### src/rtl/mul_pkg.sv
package mul_pkg;

  localparam int INSN_W = 32;
  localparam logic [6:0] OPC_ARITH  = 7'b0110011;
  localparam logic [6:0] F7_MULDIV  = 7'b0000001;

  // Strobes from control to datapath
  typedef struct packed {
    logic load;      // capture operands, clear accumulator
    logic step;      // one shift-and-add iteration
    logic aSigned;   // extend first operand with its sign at load
    logic bSigned;   // extend second operand with its sign at load
    logic takeHigh;  // select upper result word
  } mulStrobes_t;

endpackage

### src/rtl/mul_ctrl.sv
module mul_ctrl
  import mul_pkg::*;
#(
  parameter int XLEN = 32
) (
  input  logic        clk,
  input  logic        rstN,
  input  logic        reqValid,
  input  logic [6:0]  opcode,
  input  logic [6:0]  funct7,
  input  logic [2:0]  funct3,
  output mulStrobes_t strobes,
  output logic        busy,
  output logic        done
);

  localparam int CNTW = $clog2(2 * XLEN + 1);
  localparam logic [CNTW-1:0] LO_LAST = CNTW'(XLEN - 1);
  localparam logic [CNTW-1:0] HI_LAST = CNTW'(2 * XLEN - 1);

  typedef enum logic [1:0] {ST_IDLE, ST_RUN, ST_DONE, ST_HOLD} ctrlState_t;

  ctrlState_t      state, stateNxt;
  logic [CNTW-1:0] stepCnt;
  logic            highSel;
  logic            hit;
  logic            wantHigh;
  logic [CNTW-1:0] lastStep;

  assign hit      = (opcode == OPC_ARITH) && (funct7 == F7_MULDIV) && !funct3[2];
  assign wantHigh = (funct3[1:0] != 2'b00);
  assign lastStep = highSel ? HI_LAST : LO_LAST;

  always_comb begin
    stateNxt = state;
    unique case (state)
      ST_IDLE: if (reqValid && hit) stateNxt = ST_RUN;
      ST_RUN:  if (stepCnt == lastStep) stateNxt = ST_DONE;
      ST_DONE: stateNxt = ST_HOLD;
      ST_HOLD: if (!reqValid) stateNxt = ST_IDLE;
      default: stateNxt = ST_IDLE;
    endcase
  end

  always_ff @(posedge clk or negedge rstN) begin
    if (!rstN) begin
      state   <= ST_IDLE;
      stepCnt <= '0;
      highSel <= 1'b0;
    end else begin
      state <= stateNxt;
      if (state == ST_IDLE && reqValid && hit) begin
        stepCnt <= '0;
        highSel <= wantHigh;
      end else if (state == ST_RUN) begin
        stepCnt <= stepCnt + 1'b1;
      end
    end
  end

  always_comb begin
    strobes.load     = (state == ST_IDLE) && reqValid && hit;
    strobes.step     = (state == ST_RUN);
    strobes.aSigned  = (funct3 == 3'b001) || (funct3 == 3'b010);
    strobes.bSigned  = (funct3 == 3'b001);
    strobes.takeHigh = highSel;
  end

  assign busy = (state == ST_RUN);
  assign done = (state == ST_DONE);

endmodule

### src/rtl/mul_datapath.sv
module mul_datapath
  import mul_pkg::*;
#(
  parameter int XLEN = 32
) (
  input  logic            clk,
  input  logic            rstN,
  input  mulStrobes_t     strobes,
  input  logic [XLEN-1:0] opA,
  input  logic [XLEN-1:0] opB,
  output logic [XLEN-1:0] result
);

  localparam int PW = 2 * XLEN;

  logic [PW-1:0] mcand;
  logic [PW-1:0] mplier;
  logic [PW-1:0] acc;

  function automatic logic [PW-1:0] extend(input logic [XLEN-1:0] v, input logic sgn);
    return {{XLEN{sgn & v[XLEN-1]}}, v};
  endfunction

  always_ff @(posedge clk or negedge rstN) begin
    if (!rstN) begin
      mcand  <= '0;
      mplier <= '0;
      acc    <= '0;
    end else if (strobes.load) begin
      mcand  <= extend(opA, strobes.aSigned);
      mplier <= extend(opB, strobes.bSigned);
      acc    <= '0;
    end else if (strobes.step) begin
      if (mplier[0]) acc <= acc + mcand;
      mcand  <= mcand << 1;
      mplier <= mplier >> 1;
    end
  end

  assign result = strobes.takeHigh ? acc[PW-1:XLEN] : acc[XLEN-1:0];

endmodule

### src/rtl/seq_mul_unit.sv
module seq_mul_unit
  import mul_pkg::*;
#(
  parameter int XLEN = 32
) (
  input  logic              clk,
  input  logic              rstN,
  input  logic              reqValid,
  input  logic [INSN_W-1:0] reqInsn,
  input  logic [XLEN-1:0]   reqOpA,
  input  logic [XLEN-1:0]   reqOpB,
  output logic              rspWrite,
  output logic [XLEN-1:0]   rspData,
  output logic              rspWait,
  output logic              rspReady
);

  mulStrobes_t strobes;
  logic        busy;
  logic        done;

  mul_ctrl #(.XLEN(XLEN)) u_ctrl (
    .clk      (clk),
    .rstN     (rstN),
    .reqValid (reqValid),
    .opcode   (reqInsn[6:0]),
    .funct7   (reqInsn[31:25]),
    .funct3   (reqInsn[14:12]),
    .strobes  (strobes),
    .busy     (busy),
    .done     (done)
  );

  mul_datapath #(.XLEN(XLEN)) u_dp (
    .clk     (clk),
    .rstN    (rstN),
    .strobes (strobes),
    .opA     (reqOpA),
    .opB     (reqOpB),
    .result  (rspData)
  );

  assign rspWait  = busy;
  assign rspReady = done;
  assign rspWrite = done;

endmodule

### config.mk
export PLATFORM = sky130hd
export DESIGN_NAME = seq_mul_unit
export DESIGN_NICKNAME = d
export VERILOG_FILES = /design/src/rtl/mul_pkg.sv /design/src/rtl/mul_ctrl.sv /design/src/rtl/mul_datapath.sv /design/src/rtl/seq_mul_unit.sv
export SDC_FILE = /design/constraint.sdc
export NUM_CORES = 1
export LEC_CHECK = 0
export ABC_AREA = 0
export ABC_CLOCK_PERIOD_IN_PS = 3130
export BUFFER_PORTS_ARGS = -buffer_cell sky130_fd_sc_hd__buf_2
export CAP_MARGIN = 15
export CORE_ASPECT_RATIO = 0.75
export CORE_MARGIN = 5
export CORE_UTILIZATION = 56
export CTS_BUF_LIST = sky130_fd_sc_hd__clkbuf_2
export CTS_CLUSTER_DIAMETER = 150
export DETAILED_ROUTE_END_ITERATION = 8
export PLACE_DENSITY = 0.77
export SETUP_SLACK_MARGIN = 0.3
export SYNTH_ARGS = -nofsm -noshare
export SYNTH_HDL_FRONTEND = slang
export SYNTH_HIERARCHICAL = 1
export SYNTH_SLANG_ARGS = --single-unit
### constraint.sdc
create_clock -name clk -period 3.13 [get_ports clk]
set_input_delay 0.626 -clock clk [delete_from_list [all_inputs] [get_ports clk]]
set_output_delay 0.626 -clock clk [all_outputs]
set_load 0.005 [all_outputs]
==> results of run 1 <==
## tightest hold or removal path, cell delays in order
cell	delay, ns
buf_2	0.07
nor4bb_1	0.04
nand4_1	0.20
o31ai_1	0.11
## layer usage
metal	part of all wire (%)	vias to the layer above	GRT usage [%]
met5	0	-	0
met4	3.5	0	9.851
met3	8.6	157	5.493
met2	47	741	47.84
met1	41	6484	41.67
li1	-	6079	-
## layout make-up
cell class / instances / area, µm² / share of cell area (%)
inverters: 89 / 336.6 / 1.929
well taps: 300 / 375.4 / 2.151
clock buffers: 76 / 380.4 / 2.180
diodes: 1 / 2.502 / 0.01434
flip-flops and latches: 202 / 5059 / 28.99
repair buffers: 385 / 3124 / 17.91
multi-input cells: 1155 / 8098 / 46.41
clock inverters: 15 / 71.32 / 0.4088
## stage by stage
step	hold WS, ns	utilization, %	cells	cell area [µm²]
global route	0.06312	76.05	2223	17450
floorplan	0.3304	-	1544	13020
global placement	0.4584	64.53	2011	14800
CTS	0.04597	72.99	2201	16750
detailed placement	0.4658	64.53	2011	14800
finish	0.1321	76.05	2223	17450
## cells by family after synthesis
kind of cell	share of synthesized area (%)
muxes	8.026
DFF	38.88
buffers and inverters	6.063
and+or+nand+nor	14.43
xor gates and xnor gates	3.975
adders and majority gates	6.794
AOI/OAI and AO/OA	21.84
## power breakdown
group	leakage [nW]	switching (mW)	internal [mW]
Sequential	2.25	0.531	3.28
Clock	0.346	1.20	0.659
Combinational	5.58	5.18	4.21
## flip-flops by register name, summed over array words and instances, names as in the netlist
signal and cells:
u_ctrl/highSel 1, u_ctrl/state 2, u_ctrl/stepCnt 7, u_dp/acc 64, u_dp/mcand 64, u_dp/mplier 64
## worst min path at each step
stage | start | slack [ns] | to | cells after the start
floorplan | rstN | 0.33 | u_ctrl/highSel | 0
global route | reqValid | 0.06 | u_ctrl/state[0] | 3
CTS | reqInsn[3] | 0.05 | u_ctrl/highSel | 4
detailed placement | u_dp/mplier[63] | 0.47 | u_dp/mplier[63] | 1
global placement | u_dp/mplier[63] | 0.46 | u_dp/mplier[63] | 1
finish | reqInsn[3] | 0.13 | u_ctrl/highSel | 4
## cells in the final DEF (no fill, tap or decap), drive strengths merged, types with 4 or more instances in the layout
master       netlist  layout
o21bai            15      15
o31ai              6       6
clkbuf            80      79
a311oi             5       5
dlygate4sd3        0      67
xnor2             35      35
or2                5       5
buf               17     315
inv               89      91
dfrtp            202     202
nand2            209     209
mux2              34      34
a31oi             12      12
and3              17      17
o21a               6       6
nor2             134     134
clkinv             0      12
o21ai            113     113
o22ai              4       4
xor2              24      24
a211oi            10      10
nor2b              5       5
nor3               8       8
o31a               4       4
ha                69      69
a21oi            261     261
a21boi             5       5
nand3             14      14
nand2b             6       6
nand4             19      19
mux2i             66      66
a21o              26      26
o211ai             7       7
## timing repair
| action | 4_1_cts | 5_1_grt |
|---|---|---|
| hold buffers | 67 | 0 |
| gates cloned | 0 | 3 |
| pin swaps | 82 | 78 |
| endpoints found under the setup margin | 57 | 69 |
| endpoints found under the hold margin | 148 | 0 |
| gates resized for setup | 104 | 108 |
| buffers inserted | 32 | 18 |
==> results.yml, run 1 <==
job:
  maxCapViolCount: 0
synth:
  yosys.area.top_type: "dfrtp_1"
  synth_most_common_cell: "a21oi_1"
  yosysSeqAreaShare_pct: 38.88
  ys.flop_type: "dfrtp_1"
  synth-edff-count: 0
  synth_warnings: 6
  ys_seq_elements: 202
  ys_async_sr_fraction_pct: 100.0
  yosys-top-cells-count: "259 x a21oi_1, 208 x nand2_1, 202 x dfrtp_1"
  ys_types: 75
  synth_area_leaders: "dfrtp_1 39%, a21oi_1 10%, ha_1 6.6%"
  syn_area_mm2: 0.01300
  synth_top_area_share_pct: 38.88
  syn_area_per_cell_um2: 8.420
  synth_fp_nets: 1713
  synth_cells: 1544
place:
  hpwlAfterDp_um: 25050
  place_congestion: 0.9215
  numPortBuffers: 118
  pre_cts_ws_ns: -0.1696
timing:
  finalSetupTns_ns: -1.071
  min_period_ns: 3.354
  layout_setup_ws_ns: -0.2243
  worstMarginPinSlew_ns: 0.7353
  rsz0062_at_grt: "true"
  relSlewSlack_pct: 50.98
  fin_skew_ns: 0.08718
  finalMaxSlewViolations: 0
  fmax_mhz: 298.1
  finalHoldViolCount: 0
  period_share_pct: 107.2
  setup_viol: 14
global_route:
  overflow: 0
  grt_pass1_vias: 13010
  grt_usage_pct: 29.95
  grt_first_pass_wirelength_um: 64850
  grt_max_degree: 95
  antenna_found_initial: 1
setup_path:
  slowest_delay_ns: 0.47
  r2r-end: "u_dp/acc[63]"
  cp_top_family: "compound AO/OA/AOI/OAI gates"
  worstPathRequired_ns: 3.91
  critPathKind: "reg2reg"
  crit_arrival_ns: 4.14
  r2r_cells: 12
  end_kind: "flop"
  critPathLaunch: "u_dp/mcand[1]"
  rr_startpoint: "u_dp/mcand[1]"
  crit_path_end: "u_dp/acc[63]"
  path_depth: 12
  ff2ff_setup_slack_ns: -0.22
  path_max_fanout: 2
  crit_path_start_kind: "flop"
  crit_buf_inv: 0
  crit_path_cell_trace: "ha_4 -> a211oi_2 -> o21a_1 -> a221o_1 -> a21o_1 -> o21ai_4 -> a311oi_2 -> nor2_2 -> a21oi_2 -> mux2_4 -> a21oi_4 -> mux2_4"
  crit_slowest_cell: "dfrtp_1"
  crit_top_cell: "mux2_4"
cts:
  cts_tree: "done"
  cts-root-buf: "clkbuf_2"
  clk_latency_ns: 0.96
  clk_pin_slew_ns: 0.12
  clock_sinks: 202
  cts_buffer_depth: 3
  htree_levels: 2
  cts_buffers: 52
finish:
  nFillCells: 1524
  drive_gt1_share_pct: 30.54
  area_delta_synth_final_pct: 34.19
  nets: 2054
hold_path:
  min_path_type: "in2reg"
pwr:
  p_per_area_mw_per_mm2: 863.2
  irDropWorstVdd_mv: 0.4534
  fin_total_pwr_mw: 15.06
  p_leak_nw: 8.181
die:
  die_width_um: 185.9
  placementRows: 48
  core_area_mm2: 0.02294
  start_util_pct: 56.67
  ios: 134
  die_area_mm2: 0.02640
  fp.dieH_um: 142.0
drt:
  via_count: 13460
  post-route-drc-count: 0
  via_per_inst: 6.055
  totalWireLength_um: 43440
  ant_nets: 0
  dr.pass1.iters: 6
  drt-initial-drc-count: 1276
  wl_per_cell_um: 19.54
status:
  status: "finished, violations left"
  violations: "setup timing"
Note: power is estimated with default switching activity, not from simulation.
==> run 2, diff against run 1 <==
--- a/config.mk
+++ b/config.mk
@@ -9,7 +9,7 @@
 export ABC_CLOCK_PERIOD_IN_PS = 3130
 export BUFFER_PORTS_ARGS = -buffer_cell sky130_fd_sc_hd__buf_2
 export CAP_MARGIN = 15
-export CORE_ASPECT_RATIO = 0.75
+export CORE_ASPECT_RATIO = 0.5
 export CORE_MARGIN = 5
 export CORE_UTILIZATION = 56
 export CTS_BUF_LIST = sky130_fd_sc_hd__clkbuf_2
@@ -17,6 +17,7 @@
 export DETAILED_ROUTE_END_ITERATION = 8
 export PLACE_DENSITY = 0.77
 export SETUP_SLACK_MARGIN = 0.3
+export SKIP_LAST_GASP = 1
 export SYNTH_ARGS = -nofsm -noshare
 export SYNTH_HDL_FRONTEND = slang
 export SYNTH_HIERARCHICAL = 1
==> results.yml, run 2 (same netlist as run 1, synthesis figures left out) <==
place:
  place_congestion: 1.021
  numPortBuffers: 118
  hpwlAfterDp_um: 26370
  place_area_mm2: 0.01502
die:
  die_width_um: 225.5
  ios: 134
  placementRows: 39
  start_util_pct: 56.93
  die_area_mm2: 0.02655
  fp.dieH_um: 117.7
  core_area_mm2: 0.02284
global_route:
  grt_max_degree: 132
  grt_first_pass_wirelength_um: 64880
  grt_usage_pct: 29.42
  overflow: 0
  antenna_found_initial: 1
  grt_pass1_vias: 12830
finish:
  layout_common_cells: "234 x a21oi_1, 205 x nand2_1, 200 x dfrtp_1"
  drive_gt1_share_pct: 29.79
  area_delta_synth_final_pct: 32.85
  final_common_cell: "a21oi_1"
  nets: 2075
  fin_area_mm2: 0.01727
  biggestRegsByFlops: "u_dp/acc x64, u_dp/mcand x64, u_dp/mplier x64"
  post-route-util_pct: 75.63
drt:
  post-route-drc-count: 0
  via_count: 13190
  ant_nets: 0
  wl_per_cell_um: 18.85
  dr.pass1.iters: 6
  via_per_inst: 5.869
  totalWireLength_um: 42370
  drt-initial-drc-count: 1399
setup_path:
  critPathKind: "reg2reg"
  cp_top_family: "compound AO/OA/AOI/OAI gates"
  crit_path_start_kind: "flop"
  worstPathRequired_ns: 3.87
  crit_buf_inv: 1
  crit_arrival_ns: 4.04
  crit_path_cell_trace: "ha_4 -> a211oi_2 -> o21a_1 -> a221o_1 -> a21o_1 -> o21ai_4 -> a311oi_2 -> buf_4 -> nor2_4 -> a21oi_2 -> mux2_4 -> a21oi_2 -> mux2_4"
  path_max_fanout: 3
  end_kind: "flop"
  slowest_delay_ns: 0.45
  crit_slowest_cell: "dfrtp_1"
pwr:
  net-switching-power_mw: 6.642
  share_comb_of_total_power_pct: 61.9
  p_sw_share_pct: 44.91
  internal_power_mw: 8.147
  irDropWorstVdd_mv: 0.6492
  p_leak_nw: 8.189
  clockPowerShare_pct: 12.3
  p_per_area_mw_per_mm2: 856.3
  seqPwrFrac_pct: 25.8
cts:
  htree_levels: 2
  cts_buffer_depth: 3
  cts_tree: "done"
  cts-root-buf: "clkbuf_2"
  cts_buffers: 48
  clk_latency_ns: 0.88
  clk_pin_slew_ns: 0.11
  clock_sinks: 202
status:
  violations: "setup timing"
  status: "finished, violations left"
timing:
  period_share_pct: 105.3
  rsz0062_at_grt: "true"
  relSlewSlack_pct: 35.05
  finalMaxSlewViolations: 0
  fmax_mhz: 303.5
  setup_viol: 10
  min_period_ns: 3.295
  layout_setup_ws_ns: -0.1652
  finalHoldViolCount: 0
  worstMarginPinSlew_ns: 0.9720
  fin_skew_ns: 0.05142
hold_path:
  min_path_type: "in2reg"
job:
  maxCapViolCount: 0
run 2: cell types whose count changed in the layout (fill, tap and decap cells not counted), moves of 5 or more:
cell and delta:
xnor2_2 -5, buf_12 -6, buf_2 +10, buf_6 -11
buf_4 +33, a21oi_1 +13, mux2_4 -12, ha_2 -5
xnor2_1 +5, a21oi_2 -9, ha_1 +6, clkbuf_2 -7
mux2_2 +12
run 2: power groups by stage:
stage	combinational (mW)	clock [mW]	sequential (mW)
2_1_floorplan	5.18	0	3.64
3_3_place_gp	7.75	0	3.75
3_5_place_dp	7.90	0	3.80
4_1_cts	8.41	1.85	3.76
5_1_grt	9.91	2.00	3.87
6_report	9.15	1.82	3.81
run 2: per-stage QoR:
step           hold WS, ns  cells  power (mW)  setup WS [ns]  setup TNS (ns)
2_1_floorplan       0.3304   1544       8.821        0.05779               0
4_1_cts          0.0002660   2225       14.02       -0.03270        -0.03837
5_1_grt            0.02958   2248       15.78        -0.1951          -1.525
6_report            0.1087   2248       14.79        -0.1652         -0.5540
3_5_place_dp        0.4703   2055       11.69        -0.1731         -0.4156
3_3_place_gp        0.4584   2055       11.51        -0.1348         -0.2129
run 2: final timing paths:
check | from | cells after the start | slack (ns) | end
worst max-delay path | u_dp/acc[1] | 13 | -0.17 | u_dp/acc[63]
worst min-delay path | reqInsn[12] | 3 | 0.11 | u_ctrl/highSel
worst max register to register | u_dp/acc[1] | 13 | -0.17 | u_dp/acc[63]
worst min register to register | u_dp/mplier[63] | 1 | 0.50 | u_dp/mplier[63]
max in group asynchronous | rstN | 3 | 1.91 | u_dp/mcand[17]
min in group asynchronous | rstN | 2 | 0.30 | u_dp/mplier[16]
run 2: what timing repair did:
item | 4_1_cts | 5_1_grt
hold buffers | 65 | 0
gates cloned | 0 | 4
pin swaps | 76 | 74
endpoints found under the hold margin | 140 | 0
buffers inserted | 21 | 18
endpoints found under the setup margin | 66 | 69
resized for setup | 81 | 76
run 2: worst register-to-register path, stage by stage, from the launching register on:
cell	delay [ns]
dfrtp_1	0.45
ha_4	0.30
a211oi_2	0.07
o21a_1	0.22
a221o_1	0.38
a21o_1	0.24
o21ai_4	0.24
a311oi_2	0.14
buf_4	0.17
nor2_4	0.11
a21oi_2	0.08
mux2_4	0.31
a21oi_2	0.13
mux2_4	0.31
run 2: area by class of cell:
| class | instances | area [µm²] |
|---|---|---|
| Multi-Input combinational cell | 1155 | 7874 |
| Fill cell | 1574 | 5565 |
| Sequential cell | 202 | 5057 |
| Timing Repair Buffer | 410 | 3183 |
| Tap cell | 307 | 384.1 |
| Clock buffer | 69 | 345.3 |
| Inverter | 89 | 336.6 |
| Clock inverter | 15 | 88.84 |
| Antenna cell | 1 | 2.502 |
run 2: metal layers:
metal	global-route usage (%)	part of all wire, %	up-vias
li1	-	-	6129
met1	42.18	44	6359
met2	45.58	46	596
met3	5.931	8.3	109
met4	8.198	2.3	0
met5	0	0	-
